File: src/rtl/mdio_pkg.sv
package mdio_pkg;

    localparam int DIV_W = 8;
    localparam int TAIL_W = 32;

    // writable bits of each register
    localparam logic [31:0] CFG_MASK = 32'h0000_2FF1;
    localparam logic [31:0] CMD_WMASK = 32'h2FFF_FFFF;

    typedef struct packed {
        logic [1:0]  rsvd;
        logic        busy;
        logic        fail;
        logic [1:0]  op;
        logic [4:0]  phy;
        logic [4:0]  regad;
        logic [15:0] data;
    } cmd_t;

    typedef struct packed {
        logic [17:0]      pad_hi;
        logic             free_run;
        logic             pad_mid;
        logic [DIV_W-1:0] div;
        logic [2:0]       pad_lo;
        logic             c22;
    } cfg_t;

    typedef enum logic [1:0] {
        ENG_IDLE,
        ENG_ARM,
        ENG_RUN
    } eng_state_e;

    // frame bits following the preamble, MSB sent first
    function automatic logic [TAIL_W-1:0] frame_tail(
        input logic c22, input logic [1:0] op, input logic [4:0] phy,
        input logic [4:0] regad, input logic [15:0] data);
        return {1'b0, c22, op, phy, regad, 2'b10, data};
    endfunction

    function automatic logic op_is_read(input logic c22, input logic [1:0] op);
        return c22 ? (op == 2'd2) : op[1];
    endfunction

endpackage

File: src/rtl/mdio_clkgen.sv
module mdio_clkgen
    import mdio_pkg::*;
(
    input  logic             clk,
    input  logic             rst,
    input  logic             en,
    input  logic [DIV_W-1:0] div,
    output logic             mdc,
    output logic             rise,
    output logic             fall
);
    logic [DIV_W-1:0] cnt;
    logic             wrap;

    assign wrap = en && (cnt == div);
    assign rise = wrap && !mdc;
    assign fall = wrap && mdc;

    always_ff @(posedge clk) begin
        if (rst || !en) begin
            cnt <= '0;
            mdc <= 1'b0;
        end else if (wrap) begin
            cnt <= '0;
            mdc <= ~mdc;
        end else begin
            cnt <= cnt + DIV_W'(1);
        end
    end
endmodule

File: src/rtl/mdio_frame_engine.sv
module mdio_frame_engine
    import mdio_pkg::*;
#(
    parameter int PRE_LEN = 32
) (
    input  logic        clk,
    input  logic        rst,
    input  logic        start,
    input  logic        c22,
    input  logic [1:0]  op,
    input  logic [4:0]  phy,
    input  logic [4:0]  regad,
    input  logic [15:0] wdata,
    input  logic        rise,
    input  logic        fall,
    input  logic        mdio_i,
    output logic        mdio_o,
    output logic        mdio_oe,
    output logic        done,
    output logic        fail_p,
    output logic        rd_valid,
    output logic [15:0] rd_data
);
    localparam int FRAME_LEN = PRE_LEN + TAIL_W;
    localparam int IDX_W = $clog2(FRAME_LEN);
    localparam logic [IDX_W-1:0] PRE_I  = IDX_W'(PRE_LEN);
    localparam logic [IDX_W-1:0] TA1_I  = IDX_W'(PRE_LEN + 14);
    localparam logic [IDX_W-1:0] TA2_I  = IDX_W'(PRE_LEN + 15);
    localparam logic [IDX_W-1:0] DAT_I  = IDX_W'(PRE_LEN + 16);
    localparam logic [IDX_W-1:0] LAST_I = IDX_W'(FRAME_LEN - 1);

    eng_state_e        state;
    logic [IDX_W-1:0]  idx;
    logic [IDX_W-1:0]  nxt_idx;
    logic [IDX_W-1:0]  rel;
    logic [TAIL_W-1:0] tail;
    logic              rd_q;
    logic              nxt_bit;
    logic              nxt_oe;
    logic [15:0]       sh;

    always_comb begin
        nxt_idx = (state == ENG_ARM) ? '0 : idx + IDX_W'(1);
        rel     = LAST_I - nxt_idx;
        nxt_bit = (nxt_idx < PRE_I) ? 1'b1 : tail[rel[4:0]];
        nxt_oe  = !(rd_q && (nxt_idx >= TA1_I));
    end

    always_ff @(posedge clk) begin
        if (rst) begin
            state    <= ENG_IDLE;
            idx      <= '0;
            tail     <= '0;
            rd_q     <= 1'b0;
            sh       <= '0;
            mdio_o   <= 1'b1;
            mdio_oe  <= 1'b0;
            done     <= 1'b0;
            fail_p   <= 1'b0;
            rd_valid <= 1'b0;
        end else begin
            done     <= 1'b0;
            fail_p   <= 1'b0;
            rd_valid <= 1'b0;
            case (state)
                ENG_IDLE: begin
                    if (start) begin
                        tail  <= frame_tail(c22, op, phy, regad, wdata);
                        rd_q  <= op_is_read(c22, op);
                        state <= ENG_ARM;
                    end
                end
                ENG_ARM: begin
                    if (fall) begin
                        idx     <= nxt_idx;
                        mdio_o  <= nxt_bit;
                        mdio_oe <= nxt_oe;
                        state   <= ENG_RUN;
                    end
                end
                default: begin
                    if (rise && rd_q) begin
                        if (idx == TA2_I && mdio_i) begin
                            fail_p  <= 1'b1;
                            done    <= 1'b1;
                            mdio_oe <= 1'b0;
                            state   <= ENG_IDLE;
                        end else if (idx >= DAT_I) begin
                            sh <= {sh[14:0], mdio_i};
                        end
                    end else if (fall) begin
                        if (idx == LAST_I) begin
                            done     <= 1'b1;
                            rd_valid <= rd_q;
                            mdio_oe  <= 1'b0;
                            mdio_o   <= 1'b1;
                            state    <= ENG_IDLE;
                        end else begin
                            idx     <= nxt_idx;
                            mdio_o  <= nxt_bit;
                            mdio_oe <= nxt_oe;
                        end
                    end
                end
            endcase
        end
    end

    assign rd_data = sh;
endmodule

File: src/rtl/mdio_master.sv
module mdio_master
    import mdio_pkg::*;
#(
    parameter int PRE_LEN = 32,
    parameter int ADDR_W  = 2
) (
    input  logic              clk,
    input  logic              rst,
    input  logic [ADDR_W-1:0] reg_addr,
    input  logic              reg_we,
    input  logic [31:0]       reg_wdata,
    output logic [31:0]       reg_rdata,
    output logic              mdc,
    output logic              mdio_o,
    output logic              mdio_oe,
    input  logic              mdio_i
);
    cmd_t        cmd_q;
    cmd_t        cmd_wr;
    cfg_t        cfg_q;
    logic        cmd_we;
    logic        cfg_we;
    logic        wr_zero;
    logic        start;
    logic        cmd_busy;
    logic        cmd_fail;
    logic        clk_en;
    logic        rise;
    logic        fall;
    logic        eng_done;
    logic        eng_fail;
    logic        eng_rd_valid;
    logic [15:0] eng_rd_data;

    assign cmd_busy = cmd_q.busy;
    assign cmd_fail = cmd_q.fail;
    assign cmd_we   = reg_we && (reg_addr == ADDR_W'(0));
    assign cfg_we   = reg_we && (reg_addr == ADDR_W'(1));
    assign wr_zero  = (reg_wdata == 32'd0);
    assign start    = cmd_we && !cmd_busy && reg_wdata[29];
    assign clk_en   = cfg_q.free_run || (cmd_busy && !eng_done);

    always_comb begin
        cmd_wr      = cmd_t'(reg_wdata & CMD_WMASK);
        cmd_wr.fail = cmd_q.fail;
    end

    always_ff @(posedge clk) begin
        if (rst) begin
            cmd_q <= '0;
            cfg_q <= '0;
        end else begin
            if (cfg_we)
                cfg_q <= cfg_t'(reg_wdata & CFG_MASK);
            if (eng_done) begin
                cmd_q.busy <= 1'b0;
                if (eng_fail)
                    cmd_q.fail <= 1'b1;
                else if (eng_rd_valid)
                    cmd_q.data <= eng_rd_data;
            end else if (cmd_we && !cmd_busy) begin
                cmd_q <= wr_zero ? '0 : cmd_wr;
            end
        end
    end

    always_comb begin
        if (reg_addr == ADDR_W'(0))
            reg_rdata = cmd_q;
        else if (reg_addr == ADDR_W'(1))
            reg_rdata = cfg_q;
        else
            reg_rdata = '0;
    end

    mdio_clkgen u_clk (
        .clk  (clk),
        .rst  (rst),
        .en   (clk_en),
        .div  (cfg_q.div),
        .mdc  (mdc),
        .rise (rise),
        .fall (fall)
    );

    mdio_frame_engine #(.PRE_LEN(PRE_LEN)) u_eng (
        .clk      (clk),
        .rst      (rst),
        .start    (start),
        .c22      (cfg_q.c22),
        .op       (reg_wdata[27:26]),
        .phy      (reg_wdata[25:21]),
        .regad    (reg_wdata[20:16]),
        .wdata    (reg_wdata[15:0]),
        .rise     (rise),
        .fall     (fall),
        .mdio_i   (mdio_i),
        .mdio_o   (mdio_o),
        .mdio_oe  (mdio_oe),
        .done     (eng_done),
        .fail_p   (eng_fail),
        .rd_valid (eng_rd_valid),
        .rd_data  (eng_rd_data)
    );
endmodule

File: config.mk
export PLATFORM = sky130hd
export DESIGN_NAME = mdio_master
export DESIGN_NICKNAME = d
export VERILOG_FILES = /design/src/rtl/mdio_pkg.sv /design/src/rtl/mdio_clkgen.sv /design/src/rtl/mdio_frame_engine.sv /design/src/rtl/mdio_master.sv
export SDC_FILE = /design/constraint.sdc
export NUM_CORES = 1
export LEC_CHECK = 0
export BUFFER_PORTS_ARGS = -buffer_cell sky130_fd_sc_hd__buf_2
export CAP_MARGIN = 0
export CORE_ASPECT_RATIO = 2
export CORE_UTILIZATION = 45
export DETAILED_ROUTE_END_ITERATION = 8
export MAX_ROUTING_LAYER = met4
export PLACE_DENSITY = 0.72
export RECOVER_POWER = 25
export SYNTH_ARGS = -nofsm -noshare
export SYNTH_HDL_FRONTEND = slang
export SYNTH_HIERARCHICAL = 1
export SYNTH_SLANG_ARGS = --single-unit
File: constraint.sdc
create_clock -name clk -period 4.9 [get_ports clk]
set_clock_uncertainty 0.05 [all_clocks]
set_input_delay 0.49 -clock clk [delete_from_list [all_inputs] [get_ports clk]]
set_output_delay 0.49 -clock clk [all_outputs]
set_load 0.05 [all_outputs]
==> results.md, run 1 <==
Clock network:
- The maximum clock path buffer count is 2.
- The tree is rooted in a clkbuf_16.
- After clock tree synthesis, the flow added hold-fix buffers numbering 0.
- Clock-pin slew was measured on the worst setup and hold paths at 0.06 ns.
- TritonCTS built the clock tree.
- At the later pin of the worst-skew pair, clock insertion delay measures 0.34 ns.
- Post-CTS repair changed the size of 0 cells.
- The deepest level of the CTS H-tree is 3.
- Buffers added to address setup during post-CTS repair amount to 0.
- The count of clock tree sinks is 109.
- Buffers inserted during clock tree synthesis total 9.

Synthesis:
- In this run the mean area of a mapped cell was 8.22 sq um.
- The share of synthesized area occupied by flip-flops and latches is 42.8%.
- Synthesis inferred 109 register bits.
- The simple-gate share of the synthesized area is 23.5%.
- The share of synthesized cell area in full adder, half adder and majority cells is 0.490%.
- After synthesis, the share of cell area in mux cells is 6.77%.
- The instance count of the mapped netlist is 621.
- The dominant synthesized flop cell is dfxtp_1.
- The number of synthesized flops with an enable pin is 0.
- Yosys mapped the design onto 65 distinct sky130hd cell types.
- During synthesis, Yosys emitted a total of 6 warnings.
- The synthesized netlist occupies a cell area of 5100 sq um.
- Summing the areas of all compound-gate instances in the mapped netlist gives 17.7% of the synthesized area.
- The parity-gate share of the synthesized area counting xor and xnor cells is 3.09%.
- The dominant combinational cell family by area after synthesis is simple AND/OR/NAND/NOR gates.
- The proportion of register bits with asynchronous set or reset after synthesis is 0%.

Worst setup path:
- The required time of the critical path is 5.10 ns.
- At the worst endpoint, the arrival time is 3.77 ns.
- The most critical setup path has its startpoint at reg_addr[0].
- The maximum net fanout on the critical path is 32.
- The setup path with the least slack is of type in2reg.
- The worst setup path is launched from a primary input.
- STA classifies the critical path endpoint as a register.
- The startpoint of the worst-slack reg-to-reg timing path is u_eng/idx[0]$_SDFFE_PP0P_.
- The setup slack of the worst register-to-register path is 1.97 ns.

Power:
- The clock group share of total power is 38.0%.
- Sequential cells account for 53.3% of the total power.
- Dividing total power by cell area gives a power density of 303 nW/um^2.
- The switching power is 0.000419 W.
- The combinational cell fraction of total power is 8.8%.
- The leakage dissipation is 2.16 nW.
- Internal power comes to 0.00130 W.
- Across the VDD grid, the largest voltage drop is 0.163 mV.
- Of the total power, the share spent switching nets is 24.3%.

Final layout:
- Relative to the synthesized area, the layout overhead comes to 11.3%.
- Summing all flip-flop and latch instances after layout gives 2180 sq um.
- The count of inserted antenna diode cells is 0.
- The fill cell instance count of the final layout is 1061.
- The most frequent standard cell in the layout excluding fill and tap cells is nand2_1.
- In the final layout, the multi-input gates occupy 2620 sq um.
- Summing all non-filler instances in the final layout gives an area of 5680 sq um.
- The count of nets after finishing is 706.
- Leaving out fill and tap cells, the most frequent cells in the layout are 116 x nand2_1, 109 x dfxtp_1, 77 x a21oi_1.
- The share of layout cells above drive strength 1 is 15.9%.

Floorplanning:
- The overall die height is 153 um.
- Row generation in the floorplan step produced 54 rows.
- During I/O placement, the number of pins put on the boundary was 73.
- The overall die width is 77.3 um.
- The die covers 11800 sq um.
- The initial utilization of the core area, before any placement, comes to 46.6%.
- The core region is 10900 sq um.

Drt:
- The count of nets left with antenna violations once routing finished came out at 0.
- The wire length per cell is 17.0 um.
- The wire length reported by the detailed router is 13.7 mm.
- For this run, design rule violations remaining after detail routing come to 0.
- The iteration-0 DRC count of the detailed router is 326.
- The detailed router placed 4599 vias in this run.
- The first detailed-routing pass ran for 5 iterations.
- Dividing the detail-routed via count by the number of cells gives 5.69.

Placement:
- The cell area reported after detailed placement is 5460 sq um.
- Prior to clock tree synthesis, the placed netlist has a worst setup slack of 1.80 ns.
- Detailed placement ended at an HPWL of 10.1 mm.
- The number of input and output port buffers inserted is 70.
- The routability-driven placement congestion ratio is 0.879.

STA:
- Summed over all failing endpoints, the final setup total negative slack is 0 ns.
- The upper clock frequency limit is 0.280 GHz.
- The worst max-slew margin expressed relative to the limit is -27.4%.
- The worst path meets setup with 1.32 ns of slack.
- Setup repair after global routing left no endpoint under its margin.
- Setup violations remaining at the end of the flow were counted as 0.
- For the pin with the worst max-slew slack, the measured transition is 1.91 ns.
- The count of final max-slew check failures is 60.
- The minimum clock period after layout is 3.58 ns.
- The number of endpoints with negative hold slack in the final report is 0.
- The final period utilization is 73.0%.

Global route:
- The wire length of the first global-routing pass is 21.5 mm.
- The all-layer global routing usage is 24.0%.
- The initial antenna violation count was 0.
- The largest net degree at the start of global routing is 43.
- The total grt overflow is 0.
- The via count of the first global-routing pass is 4308.

Worst hold path:
- The min-delay analysis places its worst path in the category in2reg.
- The startpoint of the lowest-slack hold path is mdio_i.

Status:
- The run finished, with violations left.
- The final reports fail on max-capacitance violations, max-slew violations.

Flow run:
- The count of maximum capacitance violations is 2.
-- final timing paths --
kind,to,depth (start not counted)
worst max register to register,u_eng/mdio_o$_SDFFE_PP1P_,7
worst min register to register,u_eng/tail[12]$_SDFFE_PP0P_,2
worst max-delay path,u_eng/tail[19]$_SDFFE_PP0P_,7
worst min-delay path,u_eng/rd_data[0]$_SDFFE_PP0P_,3
-- cells by family after synthesis --
| family | after synthesis |
|---|---|
| fa+ha+maj | 2 |
| compound gates | 140 |
| buf+inv | 63 |
| simple gates | 255 |
| flops | 109 |
| other cells | 1 |
| mux | 33 |
| xor+xnor | 18 |
-- synth_stat cells (3+ instances only) --
master	number	area, sq um
nand2_1	116	435
o31ai_1	7	52.6
nand3b_1	3	22.5
mux2i_1	30	300
o21ai_0	16	80.1
buf_2	3	15.0
clkbuf_1	29	109
nand4_1	4	25.0
buf_4	4	30.0
a221oi_1	6	52.6
nor4_1	8	50.1
and3_1	5	31.3
nor3_1	6	30.0
a21oi_1	77	385
dfxtp_1	109	2180
nor2_1	50	188
nand3_1	21	105
xor2_1	5	43.8
o221a_2	10	113
xnor2_1	13	114
and2_1	22	138
inv_1	22	82.6
buf_6	4	45.0
-- power by group through the flow --
stage	sequential, W	clock, W	combinational [W]
after global routing	0.000920	0.000700	0.000163
after global placement	0.000938	0	0.000149
after CTS	0.000919	0.000666	0.000152
after floorplan	0.000935	0	0.000104
final	0.000919	0.000654	0.000151
after detailed placement	0.000939	0	0.000152
-- state kept, by name, indices dropped and copies added, names as in the netlist, 2 cells and up --
register,count
cfg_q,10
cmd_q,28
u_clk/cnt,8
u_eng/idx,6
u_eng/rd_data,16
u_eng/state,2
u_eng/tail,30
-- cell type report --
class | instances | share of cell area, %
Sequential cell | 109 | 38.4
Timing Repair Buffer | 73 | 6.32
Inverter | 23 | 1.52
Clock inverter | 2 | 0.220
Clock buffer | 11 | 4.27
Tap cell | 140 | 3.08
Multi-Input combinational cell | 450 | 46.2
-- routing by layer --
layer / track usage, % / wire, um / vias to the layer above / share of wire, %
met5: - / 0 / - / 0
met4: 12.8 / 603 / 0 / 4.4
met3: 3.47 / 624 / 36 / 4.6
met2: 41.7 / 7180 / 163 / 52
met1: 25.7 / 5310 / 2181 / 39
li1: - / - / 2219 / -
-- critical path: stages --
cell and delay (ns):
clkbuf_1 0.39, nor3b_1 1.38, nand2_1 0.12, nor2_1 0.16, and2_1 0.90, nand2_1 0.16, a21oi_1 0.16
-- per-stage QoR --
step / hold slack (ns) / instances / power (W) / util (%)
4_1_cts: 0.359 / 808 / 0.00174 / 52.2
3_5_place_dp: 0.398 / 795 / 0.00109 / 49.9
6_report: 0.365 / 808 / 0.00172 / 51.9
2_1_floorplan: 0.382 / 622 / 0.00104 / -
3_3_place_gp: 0.389 / 795 / 0.00109 / 49.9
5_1_grt: 0.371 / 808 / 0.00178 / 51.9
No activity file was read; power rests on OpenSTA's default activity.
==> run 2, diff against run 1 <==
==> constraint.sdc (replaced) <==
create_clock -name clk -period 3.3 [get_ports clk]
set_clock_uncertainty 0.05 [all_clocks]
set_input_delay 0.33 -clock clk [delete_from_list [all_inputs] [get_ports clk]]
set_output_delay 0.33 -clock clk [all_outputs]
set_load 0.05 [all_outputs]
==> results.md, run 2 (synthesized netlist as in run 1, its figures left out) <==
Status:
- The flow ran to the end, but the final reports show violations.
- The checks that failed: max-capacitance violations, max-slew violations.

Clock network:
- The post-cts sizing count was 0 (unchanged).
- The count of clock tree sinks came to 109 (unchanged).
- The clock-pin slew on the worst setup and hold paths is 0.08 ns (+0.02 ns).
- The maximum clock path buffer count is 2 (unchanged).
- The clock tree from TritonCTS is done.
- The TritonCTS buffer count was 9 (unchanged).
- The deepest level of the CTS H-tree came to 3 (unchanged).
- The quantity of hold-fixing buffers added after cts came to 0 (unchanged).
- The tree is rooted in a clkbuf_16.
- The later-pin clock latency in the skew report was 0.35 ns (about the same).
- The number of buffers added for setup after CTS came to 0 (unchanged).

Floorplanning:
- The effective utilization at floorplan is 46.6% (unchanged).
- The total die area is 11800 sq um (unchanged).
- The overall die width came to 77.3 um (unchanged).
- The overall die height is 153 um (unchanged).
- The I/O pin total was 73 (unchanged).
- The number of rows created at floorplan is 54 (unchanged).
- The floorplan core area came to 10900 sq um (unchanged).

Drt:
- The iteration-0 DRC count of the detailed router is 412 (+26%).
- The number of vias in the routed layout is 4618 (+0.41%).
- The vias per cell came to 5.65 (-0.81%).
- The wire length per cell came to 17.1 um (+0.62%).
- The wire length reported by the detailed router is 14.0 mm (+1.9%).
- The total met2 wirelength after detailed routing was 7.30 mm (+1.8%).
- The number of design rule violations left after detail routing is 0 (unchanged).
- The highest routed metal layer is met4.
- The total iterations of the first detailed-routing run is 6 (+1).
- The antenna violation net count after detailed routing is 0 (unchanged).
- The routed length on met3 is 649 um (+4.0%).
- The met1 routed wirelength after detailed routing came to 5.39 mm (+1.6%).

Placement:
- The setup slack after placement was 0.749 ns (-1.05 ns).
- The routability-driven placement congestion ratio is 0.866 (-1.5%).
- The post-DP HPWL is 10.4 mm (+2.4%).
- The number of input and output port buffers inserted came to 70 (unchanged).
- The cell area reported after detailed placement came to 5530 sq um (+1.3%).
- The number of cells after detailed placement is 803 (+1.0%).

Worst setup path:
- Walking the worst path, the cells encountered are clkbuf_1 -> nor2b_1 -> o21ai_0 -> nor2_1.
- The critical path startpoint category is a primary input.
- The slowest stage of the critical path belongs to the cell clkbuf_1.
- The delay of the slowest cell on the worst path is 1.59 ns (+0.21 ns).
- In this design, the largest share of critical-path delay is due to buffers and inverters.
- The type of element capturing the critical path is a register.
- The required time of the critical path is 3.45 ns (-1.65 ns).
- The worst setup path is of the in2reg kind.
- The signal arrival time at the worst endpoint is 2.80 ns (-0.97 ns).
- The maximum net fanout on the critical path was 49 (+53%).
- The buffers plus inverters on the worst setup path is 1 (unchanged).

STA:
- The final setup violation count is 0 (unchanged).
- Based on the critical path, the design can be clocked at up to 0.378 GHz.
- The count of final max-slew check failures was 50 (-17%).
- The worst-margin pin slew came to 2.27 ns (+0.363 ns).
- The number of endpoints with negative hold slack in the final report was 0 (unchanged).
- The final setup TNS is 0 ns (unchanged).
- The setup slack after layout is 0.653 ns (-0.672 ns).
- The worst max-slew margin expressed relative to the limit came to -51.6% (-24 points).
- Setup repair after global routing left no endpoint under its margin.
- The minimum clock period after layout is 2.65 ns.
- The final period utilization is 80.2%.

Global route:
- The initial antenna violation count came to 0 (unchanged).
- The total grt overflow is 0 (unchanged).
- The wire length of the first global-routing pass is 22.5 mm (+4.8%).
- The largest net degree at the start of global routing was 50 (+16%).
- The via count of the first global-routing pass came to 4439 (+3.0%).
- The all-layer global routing usage is 24.9% (+0.92 points).

Worst hold path:
- The type of the most critical hold path is in2reg.

Power:
- The total power came to 0.00269 W (+56%).
- The power per cell area is 463 nW/um^2 (+53%).
- The maximum ir drop on the vdd rail was 0.279 mV (+71%).
- The clock group share of total power is 40.6% (+2.6 points).
- The combinational cell fraction of total power came to 8.6% (-0.2 points).
- The leakage dissipation is 2.22 nW (+3.0%).
- The switching power share of the total is 25.0% (+0.68 points).
- The switching power is 0.000672 W (+60%).
- The cell-internal power was 0.00201 W (+54%).
- The fraction of power consumed by sequential logic is 50.8% (-2.5 points).

Final layout:
- The share of layout cells above drive strength 1 is 17.4% (+1.5 points).
- The register bank with the most flops is u_eng/tail.
- The flip-flop count of the largest register after layout is 30 (unchanged).
- The top cell types in the final layout, fill and taps aside, are 116 x nand2_1, 109 x dfxtp_1, 77 x a21oi_1.
- The count of inserted antenna diode cells came to 0 (unchanged).
- The final cell count without fillers is 818 (+1.2%).
- The count of nets after finishing is 714 (+1.1%).
- The area added between synthesis and finish is 13.7%.
- Leaving out fill and tap cells, the most frequent cell in the layout is nand2_1.
- The final instance area is 5800 sq um (+2.1%).

Flow run:
- The count of maximum capacitance violations is 1 (-1).
==> run 2: power groups by stage <==
stage          clock network [W]  registers (W)  logic [W]
2_1_floorplan                  0        0.00139   0.000155
3_3_place_gp                   0        0.00139   0.000229
3_5_place_dp                   0        0.00139   0.000231
4_1_cts                  0.00110        0.00136   0.000233
5_1_grt                  0.00116        0.00137   0.000249
6_report                 0.00109        0.00136   0.000231
==> run 2: area by class of cell <==
type	instances	area, sq um
Multi-Input combinational cell	450	2630
Clock buffer	9	225
Tap cell	140	175
Fill cell	1066	5140
Clock inverter	6	71.3
Timing Repair Buffer	81	432
Inverter	23	86.3
Sequential cell	109	2180
==> run 2: worst paths after layout <==
check                                                  from                     endpoint  slack (ns)  cells after the start
worst max-delay path                                    rst      u_clk/cnt[3]$_SDFF_PP0_        0.65                      4
worst min-delay path                          reg_wdata[25]  u_eng/tail[27]$_SDFFE_PP0P_        0.19                      3
worst max register to register    u_eng/idx[1]$_SDFFE_PP0P_    u_eng/mdio_o$_SDFFE_PP1P_        0.69                      7
worst min register to register  u_eng/tail[19]$_SDFFE_PP0P_  u_eng/tail[19]$_SDFFE_PP0P_        0.40                      2
==> run 2: routing by layer <==
layer,up-vias,track usage [%]
li1,2240,-
met1,2186,27.3
met2,152,42.4
met3,40,3.95
met4,0,13.5
met5,-,-
==> run 2: per-stage QoR <==
| step | utilization, % | hold WS [ns] |
|---|---|---|
| 5_1_grt | 53.0 | 0.202 |
| 4_1_cts | 53.2 | 0.187 |
| 3_5_place_dp | 50.5 | 0.395 |
| 3_3_place_gp | 50.5 | 0.388 |
| 6_report | 53.0 | 0.191 |
| 2_1_floorplan | - | 0.382 |
==> run 2: worst min-delay path, cell delays in order <==
cell and delay (ns):
buf_2 0.12, nand2_1 0.05, a21oi_1 0.05
